### src/rtl/lcdrx_pkg.sv
package lcdrx_pkg;

    localparam logic [3:0] WIDTH_CMD_WIDE   = 4'h3;
    localparam logic [3:0] WIDTH_CMD_NARROW = 4'h2;

    typedef struct packed {
        logic       mode8;
        logic       phase;
        logic [3:0] hi;
        logic [7:0] data;
        logic       rs;
        logic       vld;
        logic       addr;
    } rx_state_t;

    typedef struct packed {
        logic is_width;
        logic sel8;
        logic is_addr;
    } cmd_info_t;

endpackage

### src/rtl/lcdrx_strobe.sv
module lcdrx_strobe #(
    parameter bit LATCH_ON_FALL = 1'b1
) (
    input  logic clk,
    input  logic rst_n,
    input  logic en_i,
    output logic stb_o
);
    logic en_d, en_q;

    always_comb begin
        en_d = en_i;
    end

    always_ff @(posedge clk or negedge rst_n) begin
        if (!rst_n) en_q <= 1'b0;
        else        en_q <= en_d;
    end

    generate
        if (LATCH_ON_FALL) begin : g_fall
            assign stb_o = en_q & ~en_i;
        end else begin : g_rise
            assign stb_o = ~en_q & en_i;
        end
    endgenerate
endmodule

### src/rtl/lcdrx_lanes.sv
module lcdrx_lanes #(
    parameter int BUS_W = 8
) (
    input  logic [BUS_W-1:0] bus_i,
    output logic [3:0]       nib_o,
    output logic [7:0]       wide_o
);
    localparam int NIB_TOP = BUS_W - 1;

    assign nib_o = bus_i[NIB_TOP -: 4];

    generate
        if (BUS_W == 8) begin : g_full
            assign wide_o = bus_i;
        end else if (BUS_W == 4) begin : g_narrow
            assign wide_o = {bus_i, 4'h0};
        end else begin : g_bad
            $error("lcdrx_lanes: BUS_W must be 4 or 8");
        end
    endgenerate
endmodule

### src/rtl/lcdrx_decode.sv
module lcdrx_decode
    import lcdrx_pkg::*;
(
    input  logic [7:0] byte_i,
    input  logic       rs_i,
    output cmd_info_t  info_o
);
    always_comb begin
        info_o.is_width = !rs_i && ((byte_i[7:4] == WIDTH_CMD_WIDE) ||
                                    (byte_i[7:4] == WIDTH_CMD_NARROW));
        info_o.sel8     = (byte_i[7:4] == WIDTH_CMD_WIDE);
        info_o.is_addr  = !rs_i && byte_i[7];
    end
endmodule

### src/rtl/lcdrx_assemble.sv
module lcdrx_assemble
    import lcdrx_pkg::*;
(
    input  logic       clk,
    input  logic       rst_n,
    input  logic       stb_i,
    input  logic       rs_i,
    input  logic [3:0] nib_i,
    input  logic [7:0] wide_i,
    input  cmd_info_t  info_i,
    output logic [7:0] cand_o,
    output rx_state_t  st_o
);
    rx_state_t s_d, s_q;

    always_comb begin
        s_d      = s_q;
        s_d.vld  = 1'b0;
        s_d.addr = 1'b0;
        cand_o   = s_q.mode8 ? wide_i : {s_q.hi, nib_i};
        if (stb_i) begin
            if (!s_q.mode8 && !s_q.phase) begin
                s_d.hi    = nib_i;
                s_d.phase = 1'b1;
            end else begin
                s_d.data  = cand_o;
                s_d.rs    = rs_i;
                s_d.vld   = 1'b1;
                s_d.addr  = info_i.is_addr;
                s_d.phase = 1'b0;
                if (info_i.is_width) s_d.mode8 = info_i.sel8;
            end
        end
    end

    always_ff @(posedge clk or negedge rst_n) begin
        if (!rst_n) begin
            s_q <= '{mode8: 1'b1, phase: 1'b0, hi: 4'h0, data: 8'h00,
                     rs: 1'b0, vld: 1'b0, addr: 1'b0};
        end else begin
            s_q <= s_d;
        end
    end

    assign st_o = s_q;
endmodule

### src/rtl/lcd_nibble_rx.sv
module lcd_nibble_rx
    import lcdrx_pkg::*;
#(
    parameter int BUS_W         = 8,
    parameter bit LATCH_ON_FALL = 1'b1
) (
    input  logic             clk,
    input  logic             rst_n,
    input  logic             en_i,
    input  logic             rs_i,
    input  logic [BUS_W-1:0] bus_i,
    output logic             mode8_o,
    output logic             phase_o,
    output logic [7:0]       byte_o,
    output logic             byte_rs_o,
    output logic             byte_vld_o,
    output logic             cmd_addr_o
);
    logic       stb;
    logic [3:0] nib;
    logic [7:0] wide;
    logic [7:0] cand;
    cmd_info_t  info;
    rx_state_t  st;

    lcdrx_strobe #(.LATCH_ON_FALL(LATCH_ON_FALL)) u_strobe (
        .clk   (clk),
        .rst_n (rst_n),
        .en_i  (en_i),
        .stb_o (stb)
    );

    lcdrx_lanes #(.BUS_W(BUS_W)) u_lanes (
        .bus_i  (bus_i),
        .nib_o  (nib),
        .wide_o (wide)
    );

    lcdrx_decode u_decode (
        .byte_i (cand),
        .rs_i   (rs_i),
        .info_o (info)
    );

    lcdrx_assemble u_assemble (
        .clk    (clk),
        .rst_n  (rst_n),
        .stb_i  (stb),
        .rs_i   (rs_i),
        .nib_i  (nib),
        .wide_i (wide),
        .info_i (info),
        .cand_o (cand),
        .st_o   (st)
    );

    assign mode8_o    = st.mode8;
    assign phase_o    = st.phase;
    assign byte_o     = st.data;
    assign byte_rs_o  = st.rs;
    assign byte_vld_o = st.vld;
    assign cmd_addr_o = st.addr;
endmodule

### config.mk
export PLATFORM = sky130hd
export DESIGN_NAME = lcd_nibble_rx
export DESIGN_NICKNAME = d
export VERILOG_FILES = /design/src/rtl/lcdrx_pkg.sv /design/src/rtl/lcdrx_strobe.sv /design/src/rtl/lcdrx_lanes.sv /design/src/rtl/lcdrx_decode.sv /design/src/rtl/lcdrx_assemble.sv /design/src/rtl/lcd_nibble_rx.sv
export SDC_FILE = /design/constraint.sdc
export NUM_CORES = 1
export LEC_CHECK = 0
export BUFFER_PORTS_ARGS = -buffer_cell sky130_fd_sc_hd__buf_4
export CORE_ASPECT_RATIO = 1.4
export CORE_MARGIN = 3
export CORE_UTILIZATION = 45
export CTS_CLUSTER_SIZE = 8
export DETAILED_ROUTE_END_ITERATION = 6
export PLACE_DENSITY = 0.71
export SLEW_MARGIN = 30
export SYNTH_ARGS = -nofsm -noshare
export SYNTH_HDL_FRONTEND = slang
export SYNTH_SLANG_ARGS = --single-unit
### constraint.sdc
create_clock -name clk -period 1.6 [get_ports clk]
set_input_delay 0.16 -clock clk [delete_from_list [all_inputs] [get_ports clk]]
set_output_delay 0.16 -clock clk [all_outputs]
set_load 0.05 [all_outputs]
## Word-level counts from Yosys, hierarchy flattened

Index checks and enable logic that the tools add are counted.

| storage, ports and cells | value |
|---|---|
| register bits after elaboration | 18 |

| operators by class | value |
|---|---|
| eq/ne operators | 2 |
| bitwise gates (word level) | 3 |
| mux-type cells | 4 |
| reductions and logical operators | 10 |

Operators with widths:

| kind | count |
|---|---|
| 4-bit by 2-bit equality test with 1-bit output (second input constant) | 2 |
| 8-bit 2-to-1 mux | 1 |
| 2-bit 2-to-1 mux | 2 |
| 2-bit AND reduction | 2 |
| 1-bit logical AND | 3 |
| 1-bit zero test | 3 |
| 3-bit AND reduction | 1 |
| 1-bit NOT | 2 |
| 1-bit bitwise AND | 1 |
| 1-bit logical OR | 1 |
| 1-bit 2-to-1 mux | 1 |

## Longest topological paths before layout

Gate-level depths: netlist of the first run.

| depth | value |
|---|---|
| depth after elaboration | 5 |
| gate-level depth with buffers | 4 |

## Cells and area by module

From an unflattened synthesis of the first run, not the netlist that was laid out.

| unflattened totals | value |
|---|---|
| cells, all modules | 92 |
| area, all modules | 1006.0 um^2 |

By module, submodules not included:

| module | area each (um^2) | cells each | times used | sequential area each (um^2) |
|---|---|---|---|---|
| lcdrx_assemble | 840.8 | 75 | 1 | 426.7 |
| lcdrx_lanes | 90.1 | 12 | 1 | 0.0 |
| lcdrx_strobe | 38.8 | 2 | 1 | 25.0 |
| lcdrx_decode | 36.3 | 3 | 1 | 0.0 |

## Worst setup path before layout of the first run

No wires, ideal clock.

| path | value |
|---|---|
| path kind | register to register |
| start | register u_assemble.s_q (netlist bit u_assemble.st_o[16]) |
| end | register u_assemble.s_q (netlist bit u_assemble.st_o[2]) |
| cell stages (with the launch flop) | 4 |
| library setup time | 0.128 ns |
| arrival time | 1.452 ns |
| path slack | 0.020 ns |
| buffers on the path | 0 |
| cells stage by stage | dfstp_2 > nor2_1 > or2_1 > mux2_1 |

| on the way | value |
|---|---|
| word-level cells in the longest chain between the ends | 4 |

RTL lines:

| what | line | source |
|---|---|---|
| start, declared | lcdrx_assemble.sv:14 | `rx_state_t s_d, s_q;` |
| start signal, assigned | lcdrx_assemble.sv:38 | `s_q <= '{mode8: 1'b1, phase: 1'b0, hi: 4'h0, data: 8'h00,` |
| 1-bit zero test | lcdrx_assemble.sv:22 | `if (!s_q.mode8 && !s_q.phase) begin` |
| 1-bit logical AND | lcdrx_assemble.sv:22 |  |
| 1-bit NOT (no source line) | n/a |  |
| 2-bit AND reduction (no source line) | n/a |  |

No other way between the ends.
A chain may end at the register's enable or synchronous reset.

## Worst setup path after layout of the first run

| path | value |
|---|---|
| start | input en_i |
| end | register u_assemble.s_q (netlist bit u_assemble.st_o[14]) |

| on the way | value |
|---|---|
| word-level cells in the longest chain between the ends | 3 |

RTL lines:

| what | line | source |
|---|---|---|
| start, declared | lcd_nibble_rx.sv:9 | `input logic en_i,` |
| 1-bit NOT | lcdrx_strobe.sv:22 | `assign stb_o = en_q & ~en_i;` |
| 1-bit bitwise AND | lcdrx_strobe.sv:22 |  |
| 2-bit AND reduction (no source line) | n/a |  |

No other way between the ends.

==> results of run 1 <==
-- layout by cell type, fill, tap and decap left out, drive strengths merged --
master       netlist  layout
dlygate4sd3        0       2
clkbuf             0       4
nor2               2       2
o21ai             16      16
mux2i              8       8
nand2b             1       1
or2                1       1
inv                1       1
o31ai              1       1
mux2               5       5
o41ai              1       1
or4b               1       1
nor3               2       2
nand3              1       1
dfrtp             17      17
a21o               1       1
buf               11      28
dfstp              1       1
-- Yosys cell counts --
cell / instances / area [um2]
a21o_1: 1 / 7.510
buf_2: 2 / 10.01
buf_4: 9 / 67.56
dfrtp_1: 17 / 425.4
dfstp_2: 1 / 26.28
inv_1: 1 / 3.750
mux2_1: 1 / 11.26
mux2_2: 4 / 45.04
mux2i_1: 8 / 80.08
nand2b_1: 1 / 6.260
nand3_1: 1 / 5.000
nor2_1: 2 / 7.510
nor3_2: 2 / 20.02
o21ai_0: 8 / 40.04
o21ai_1: 8 / 40.04
o31ai_2: 1 / 12.51
o41ai_2: 1 / 16.27
or2_1: 1 / 6.260
or4b_1: 1 / 10.01
-- state kept, by name (all words and copies together) (netlist names) --
name,count
u_strobe.en_q,1
u_assemble.st_o,17
-- critical path: stages --
cell,delay (ps)
dlygate4sd3_1,540
buf_4,140
nand2b_1,240
nor3_4,260
mux2_2,370
-- cell type report --
cell class,instances,area share [%]
clock buffer,4,2.497
inverter,1,0.3567
multi-input combinational,40,30.08
sequential,18,42.93
tap,19,2.259
timing repair buffer,30,21.88
-- power groups by stage --
stage	sequential, mW	combinational [mW]	clock, mW
3_5_place_dp	0.755	1.10	0
4_1_cts	0.744	1.11	0.231
6_report	0.744	1.11	0.234
3_3_place_gp	0.745	1.09	0
2_1_floorplan	0.864	0.776	0
5_1_grt	0.771	1.19	0.251
-- routing by layer --
layer / wire, um / vias up / GRT usage (%)
li1: - / 289 / -
met1: 634 / 285 / 17.87
met2: 792 / 21 / 22.88
met3: 104 / 2 / 2.839
met4: 17 / 0 / 4.000
met5: 0 / - / 0
-- what timing repair did --
action	4_1_cts	5_1_grt
endpoints found under the setup margin	0	4
hold buffers	2	0
hold endpoints to repair	19	0
gates resized for setup	0	2
setup buffers	0	0
-- stage by stage --
stage | setup WS, ps | total power, mW | utilization [%] | hold slack, ps
final | 74.40 | 2.087 | 63.42 | 49.39
after global routing | 4.711 | 2.211 | 63.42 | 49.33
after CTS | 10.63 | 2.082 | 62.90 | 58.28
after detailed placement | 167.7 | 1.856 | 60.11 | 39.72
after global placement | 189.5 | 1.836 | 60.11 | 39.45
after floorplan | 20.02 | 1.641 | - | -135.6
-- path summary, 6_finish.rpt --
path / from / endpoint / slack (ps) / cells past startpoint
min in group asynchronous: rst_n / u_assemble.st_o[5] / 260 / 2
max: en_i / u_assemble.st_o[14] / 70 / 5
min: rs_i / u_assemble.st_o[0] / 50 / 2
max reg2reg: u_assemble.st_o[15] / u_assemble.st_o[2] / 180 / 3
min reg2reg: u_assemble.st_o[6] / u_assemble.st_o[6] / 520 / 2
max in group asynchronous: rst_n / u_assemble.st_o[16] / 1090 / 2
-- cell families (layout without fill, tap and decap cells) --
group                  after synthesis  after routing  synth area share (%)
muxes                               13             13                 16.22
DFF                                 18             18                 53.72
AOI/OAI and AO/OA                   19             19                 13.84
buffers and inverters               12             35                 9.672
and+or+nand+nor                      8              8                 6.548
==> results.txt, run 1 <==
----------------------------------------------------
[Run status]
  Run status ... completed

[Place]
  Total instance count after detailed placement ... 106
  Placement-stage cell area ... 997.2 um2
  Buffers added on ports ... 24
  HPWL after DPL ... 1.205 mm
  Weighted congestion reported at the end of routability-driven placement ... 0.7591

[Worst hold path]
  Class of the tightest hold or removal check ... in2reg

[Timing]
  Final hold violation count ... 0
  Post-route minimum period ... 1526 ps
  Slew Limit Headroom ... 69.29%
  Count of endpoints failing setup in the final report ... 0
  Final period util ... 95.35%
  Setup clock skew after layout ... 5.061 ps
  Sum of negative setup slack ... 0 ps
  Final slew viol count ... 0
  RSZ-0062 raised after global routing ... yes
  Maximum frequency from static timing analysis ... 655.5 MHz
  Pin slew with the least headroom to its limit ... 459.0 ps

[Critical path]
  Sort of element at the start of the critical path ... primary input
  Type of destination of the critical path ... flip-flop
  Critical path type ... in2reg
  Max Fanout on Critical Path ... 5
  Required time of the critical path ... 1780 ps
  CP Data Arrival Time ... 1710 ps

[Clocking]
  Clock net sink count ... 18
  Root cell of the clock tree ... clkbuf_4
  Number of H-tree levels ... 1
  Worst-Skew Late Latency ... 290 ps
  CTS max path bufs ... 2
  Cts bufs inserted ... 3
  Clock tree from TritonCTS ... built
  Reg clk slew, reported paths ... 90 ps

[Route]
  Number of DRC violations after detailed-routing iteration 0 ... 13
  Routed wirelength normalized by instance count ... 13.82 um
  Post-detailed-route DRC marker count ... 0
  Post-detailed-route via-to-cell ratio ... 5.330
  Routed vias ... 597
  Total detailed-routing wirelength ... 1.548 mm
  Count of TritonRoute iterations in the first routing pass ... 4
  Remaining antenna violation count after routing ... 0

[Global routing]
  Largest net degree at the start of global routing ... 19
  Global-route usage over all layers ... 13.73%
  Global-route wire length before repair ... 2.628 mm
  Via count of the first global-routing pass ... 620
  Number of antenna violations at the first check in global routing ... 0
  GRT overflow ... 0

[Cells and area]
  Finished Layout Cells ... 112
  Area of all sequential standard cells ... 451.7 um2
  Layout net count ... 106
  Antenna Diode Count ... 0
  Fill cell instance count of the final layout ... 140
  Layout overhead on the synthesized area ... 25.15%
  Fraction of final layout cells sized beyond drive strength 1 ... 44.09%
  Cell area after layout ... 1052 um2
  Footprint of the multi-input gates ... 316.6 um2

[Die]
  Starting Density ... 50.68%
  Die area ... 2430 um2
  Site Rows ... 17
  Die X-Extent ... 42.53 um
  Core box area ... 1659 um2
  Die outline height ... 57.15 um
  Boundary Pins ... 25

[Synth]
  Number of register bits inferred by synthesis ... 18
  Gate count after technology mapping ... 70
  Distinct cell type count after synthesis ... 19
  Fraction of the yosys area taken by sequential cells ... 53.72%
  Syn Std Cell Area ... 840.8 um2
  Mean cell area of the mapped netlist ... 12.01 um2
  Synth warnings ... 0
  Net Count, Synth ... 82

[Job]
  Max Cap Viol ... 0

[Power]
  Leakage power summed over all cells ... 0.4804 nW
  Fraction of power spent switching nets ... 46.59%
  Max IR drop VDD ... 0.8454 mV
  P_int ... 1.115 mW
  Switching power summed over all nets ... 0.9725 mW
  Cell area power density ... 1984 nW/um2
  Combinational Power Share ... 53.2%
  Share of total power in the clock network ... 11.2%
  Sequential share of power ... 35.6%

----------------------------------------------------
Note: power is estimated with default switching activity, not from simulation.
==> run 2: changes to the inputs <==
--- a/config.mk
+++ b/config.mk
@@ -5,13 +5,14 @@
 export SDC_FILE = /design/constraint.sdc
 export NUM_CORES = 1
 export LEC_CHECK = 0
-export BUFFER_PORTS_ARGS = -buffer_cell sky130_fd_sc_hd__buf_4
 export CORE_ASPECT_RATIO = 1.4
 export CORE_MARGIN = 3
 export CORE_UTILIZATION = 45
 export CTS_CLUSTER_SIZE = 8
 export DETAILED_ROUTE_END_ITERATION = 6
-export PLACE_DENSITY = 0.71
+export DONT_BUFFER_PORTS = 1
+export MAX_ROUTING_LAYER = met4
+export PLACE_DENSITY_LB_ADDON = 0.05
 export SLEW_MARGIN = 30
 export SYNTH_ARGS = -nofsm -noshare
 export SYNTH_HDL_FRONTEND = slang
==> results.txt, run 2 (same netlist as run 1, synthesis figures left out) <==
----------------------------------------------------
[Cells and area]
  Fraction of final layout cells sized beyond drive strength 1 ... 31.65%
  Layout overhead on the synthesized area ... 13.39%
  Flip-flop count of the largest register, all copies and words added ... 17
  Leading cell type in the layout, fill and taps excluded ... dfrtp_1
  Top library cells by usage in the layout, fill and taps aside ... dfrtp_1, buf_4, mux2i_1, o21ai_0, o21ai_1
  Cell area after layout ... 953.4 um2
  Antenna Diode Count ... 0
  Layout net count ... 92

[Timing]
  Maximum frequency from static timing analysis ... 685.7 MHz
  Final slew viol count ... 0
  RSZ-0062 raised after global routing ... no
  Post-route worst hold slack ... 14.36 ps
  Setup clock skew after layout ... 0.6277 ps
  Pin slew with the least headroom to its limit ... 796.6 ps
  Slew Limit Headroom ... 46.72%
  Final period util ... 91.15%
  Final hold violation count ... 0
  Post-route minimum period ... 1458 ps
  Sum of negative setup slack ... 0 ps
  Count of endpoints failing setup in the final report ... 0
  Worst Setup Slack, final ... 141.6 ps

[Power]
  Cell area power density ... 2127 nW/um2
  Max IR drop VDD ... 0.9876 mV
  Leakage power summed over all cells ... 0.4156 nW

[Clocking]
  Post CTS Setup Buffer Count ... 0
  Reg clk slew, reported paths ... 100 ps
  Count of instances resized after the clock tree is built ... 0
  CTS hold repair buffers ... 3
  Clock tree from TritonCTS ... built
  CTS max path bufs ... 2
  Cts bufs inserted ... 3
  Clock net sink count ... 18
  Number of H-tree levels ... 1
  Worst-Skew Late Latency ... 290 ps
  Root cell of the clock tree ... clkbuf_4

[Die]
  Starting Density ... 50.68%
  Die area ... 2430 um2
  Die X-Extent ... 42.53 um
  Core box area ... 1659 um2
  Site Rows ... 17
  Boundary Pins ... 25
  Die outline height ... 57.15 um

[Worst hold path]
  Hold-critical path endpoint ... u_assemble.st_o[11]
  Launch point of the worst hold path ... bus_i[4]
  Class of the tightest hold or removal check ... in2reg
  Worst hold path stage count ... 1

[Route]
  Amount of wire on met3 after detailed routing ... 94 um
  Number of DRC violations after detailed-routing iteration 0 ... 11
  Length of routed wiring on met1 ... 691 um
  Remaining antenna violation count after routing ... 0
  Count of TritonRoute iterations in the first routing pass ... 4
  Total detailed-routing wirelength ... 1.504 mm
  Post-detailed-route DRC marker count ... 0
  Routed vias ... 543
  Post-detailed-route via-to-cell ratio ... 5.541
  Wire length on met2 ... 706 um
  Routed wirelength normalized by instance count ... 15.35 um
  Highest signal layer in the routed design ... met4

[Critical path]
  Highest-delay cell along the critical path ... dfrtp_1
  Highest cell delay on the worst timing path ... 420 ps
  Largest delay contributor family on the critical path ... simple AND/OR/NAND/NOR gates
  Type of destination of the critical path ... flip-flop
  Origin of the worst setup path ... u_assemble.st_o[15]
  Cells on worst reg2reg path ... 3
  Worst reg-to-reg setup slack ... 140 ps
  Terminus of the critical flop-to-flop path ... u_assemble.st_o[2]
  CP cell instances ... nor2_1 > or2_1 > mux2_1
  Buf+Inv Stages, Crit Path ... 0
  Worst reg2reg startpoint ... u_assemble.st_o[15]
  Required time of the critical path ... 1780 ps
  Sort of element at the start of the critical path ... flip-flop
  Number of logic stages on the critical path including buffering ... 3
  Max Fanout on Critical Path ... 9
  CP Data Arrival Time ... 1640 ps
  Critical path type ... reg2reg

[Global routing]
  Global-route wire length before repair ... 2.504 mm
  Via count of the first global-routing pass ... 550
  Global-route usage over all layers ... 13.72%
  Largest net degree at the start of global routing ... 19
  GRT overflow ... 0
  Number of antenna violations at the first check in global routing ... 0

[Run status]
  Run status ... completed

[Place]
  Worst slack at placement ... 148.4 ps
  Buffers added on ports ... 0
  Weighted congestion reported at the end of routability-driven placement ... 0.6480
  Placement-stage cell area ... 877.1 um2
  HPWL after DPL ... 1.140 mm

[Job]
  Max Cap Viol ... 0

----------------------------------------------------
==> run 2: how the worst max path moves through the flow <==
stage                               endpoint  slack [ps]
after floorplan           u_assemble.st_o[2]          20
after global placement    u_assemble.st_o[2]         190
after detailed placement  u_assemble.st_o[2]         150
after CTS                 u_assemble.st_o[2]         130
after global routing      u_assemble.st_o[2]          60
final                     u_assemble.st_o[2]         140
==> run 2: cell type report <==
class / count / area (um2)
Sequential cell: 18 / 451.7
Timing Repair Buffer: 16 / 130.1
Inverter: 1 / 3.754
Multi-Input combinational cell: 40 / 307.8
Clock buffer: 4 / 36.28
Tap cell: 19 / 23.77
Fill cell: 151 / 705.7
==> run 2: stage by stage <==
| step | power (mW) | cells | util, % |
|---|---|---|---|
| 6_report | 2.028 | 98 | 57.47 |
| 5_1_grt | 2.151 | 98 | 57.47 |
| 4_1_cts | 2.047 | 97 | 56.86 |
| 3_5_place_dp | 1.755 | 90 | 52.87 |
| 3_3_place_gp | 1.742 | 90 | 52.87 |
| 2_1_floorplan | 1.641 | 70 | - |
==> run 2: report_power, final <==
part           total (mW)  internal [mW]  switching [mW]
registers           0.866          0.639           0.226
logic               0.886          0.305           0.580
clock network       0.277          0.138           0.138
==> run 2: per-layer routing <==
metal / GRT usage (%) / up-vias
li1: - / 256
met4: 6.667 / 0
met1: 17.56 / 267
met5: - / -
met3: 2.839 / 2
met2: 20.48 / 18
==> run 3: changes to the inputs <==
--- a/config.mk
+++ b/config.mk
@@ -12,7 +12,6 @@
 export DETAILED_ROUTE_END_ITERATION = 6
 export DONT_BUFFER_PORTS = 1
 export MAX_ROUTING_LAYER = met4
-export PLACE_DENSITY_LB_ADDON = 0.05
 export SLEW_MARGIN = 30
 export SYNTH_ARGS = -nofsm -noshare
 export SYNTH_HDL_FRONTEND = slang
==> results.txt, run 3 (same netlist as run 1, synthesis figures left out) <==
----------------------------------------------------
[Route]
  Post-detailed-route via-to-cell ratio ... 5.510
  Routed vias ... 529
  Total detailed-routing wirelength ... 1.412 mm
  Routed wirelength normalized by instance count ... 14.71 um
  Number of DRC violations after detailed-routing iteration 0 ... 7
  Post-detailed-route DRC marker count ... 0
  Count of TritonRoute iterations in the first routing pass ... 4
  Remaining antenna violation count after routing ... 0

[Die]
  Starting Density ... 50.68%
  Boundary Pins ... 25
  Die area ... 2430 um2
  Die X-Extent ... 42.53 um
  Core box area ... 1659 um2
  Die outline height ... 57.15 um
  Site Rows ... 17

[Critical path]
  Required time of the critical path ... 1780 ps
  Type of destination of the critical path ... flip-flop
  Max Fanout on Critical Path ... 9
  Critical path type ... reg2reg
  Sort of element at the start of the critical path ... flip-flop
  CP Data Arrival Time ... 1670 ps
  Worst reg-to-reg setup slack ... 110 ps

[Cells and area]
  Leading cell type in the layout, fill and taps excluded ... dfrtp_1
  Top library cells by usage in the layout, fill and taps aside ... dfrtp_1, buf_4, mux2i_1, o21ai_0, o21ai_1
  Flip-flop count of the largest register, all copies and words added ... 17
  Utilization of the core after routing ... 56.41%
  Antenna Diode Count ... 0
  Layout overhead on the synthesized area ... 11.31%
  Layout net count ... 90
  Fraction of final layout cells sized beyond drive strength 1 ... 31.17%

[Clocking]
  Root cell of the clock tree ... clkbuf_4
  Post CTS Setup Buffer Count ... 0
  Number of H-tree levels ... 1
  Reg clk slew, reported paths ... 100 ps
  Worst-Skew Late Latency ... 290 ps
  Cts bufs inserted ... 3
  Clock tree from TritonCTS ... built
  Clock net sink count ... 18
  CTS max path bufs ... 2

[Power]
  P_int ... 1.066 mW
  Cell area power density ... 2129 nW/um2
  Fraction of power spent switching nets ... 46.49%
  Share of total power in the clock network ... 13.6%
  Sequential share of power ... 45.1%
  Total Power ... 1.993 mW
  Max IR drop VDD ... 1.038 mV
  Combinational Power Share ... 41.2%
  Leakage power summed over all cells ... 0.4064 nW
  Switching power summed over all nets ... 0.9264 mW

[Place]
  HPWL after DPL ... 1.124 mm
  Weighted congestion reported at the end of routability-driven placement ... 0.7747
  Buffers added on ports ... 0

[Global routing]
  Via count of the first global-routing pass ... 578
  Number of antenna violations at the first check in global routing ... 0
  Largest net degree at the start of global routing ... 19
  Global-route usage over all layers ... 13.55%
  GRT overflow ... 0
  Global-route wire length before repair ... 2.484 mm

[Timing]
  RSZ-0062 raised after global routing ... no
  Pin slew with the least headroom to its limit ... 787.1 ps
  Count of endpoints failing setup in the final report ... 0
  Final slew viol count ... 0
  Maximum frequency from static timing analysis ... 672.6 MHz
  Final period util ... 92.92%
  Setup clock skew after layout ... 0.6281 ps
  Post-route minimum period ... 1487 ps
  Sum of negative setup slack ... 0 ps
  Slew Limit Headroom ... 47.35%
  Final hold violation count ... 0

[Job]
  Max Cap Viol ... 0

[Run status]
  Run status ... completed

[Worst hold path]
  Class of the tightest hold or removal check ... in2reg

----------------------------------------------------
## run 3: cell count changes in the layout (fill, tap and decap cells not counted), sizes merged
cell	change
dlygate4sd3	-1
buf	-1
## run 3: timing repair
| item | 4_1_cts | 5_1_grt |
|---|---|---|
| hold buffers | 3 | 0 |
| hold endpoints to repair | 22 | 0 |
| gates resized for setup | 0 | 0 |
## run 3: critical path, cell delays in order (launching register included)
cell     delay [ps]
dfstp_2         410
nor2_1          360
or2_1           270
mux2_1          340
## run 3: stage by stage
| step | std cells | hold slack [ps] | instance area, um2 | setup WS (ps) |
|---|---|---|---|---|
| after detailed placement | 89 | -135.2 | 869.6 | 117.2 |
| after global routing | 96 | 1.216 | 935.9 | 8.429 |
| after global placement | 89 | -135.1 | 869.6 | 163.1 |
| after floorplan | 70 | -135.6 | 840.8 | 20.02 |
| after CTS | 96 | 9.203 | 935.9 | 100.2 |
| final | 96 | 14.90 | 935.9 | 113.3 |
## run 3: power groups by stage
stage	sequential (mW)	combinational [mW]	clock [mW]
floorplan	0.864	0.776	0
global placement	0.911	0.808	0
detailed placement	0.916	0.816	0
CTS	0.904	0.834	0.282
global route	0.928	0.894	0.306
finish	0.899	0.821	0.272
## run 3: path summary, 6_finish.rpt
kind | from | endpoint | cells after the start
setup / recovery | u_assemble.st_o[16] | u_assemble.st_o[2] | 3
setup reg to reg | u_assemble.st_o[16] | u_assemble.st_o[2] | 3
max in group asynchronous | rst_n | u_assemble.st_o[15] | 1
hold reg to reg | u_assemble.st_o[2] | u_assemble.st_o[2] | 1
min in group asynchronous | rst_n | u_assemble.st_o[1] | 1
hold / removal | bus_i[7] | u_assemble.st_o[14] | 1
## run 3: cell type report
| class | instances | area [um2] |
|---|---|---|
| Timing Repair Buffer | 14 | 112.6 |
| Multi-Input combinational cell | 40 | 307.8 |
| Inverter | 1 | 3.754 |
| Clock buffer | 4 | 36.28 |
| Fill cell | 157 | 723.2 |
| Tap cell | 19 | 23.77 |
| Sequential cell | 18 | 451.7 |
## run 3: layer usage
layer  up-vias  GRT usage, %  part of all wire [%]  routed length (um)
met5         -             -                     0                   0
met4         0         6.667                  0.99                  14
met3         2         4.101                   7.9                 111
met2        22         20.92                    49                 685
li1        252             -                     -                   -
met1       253         15.90                    42                 600
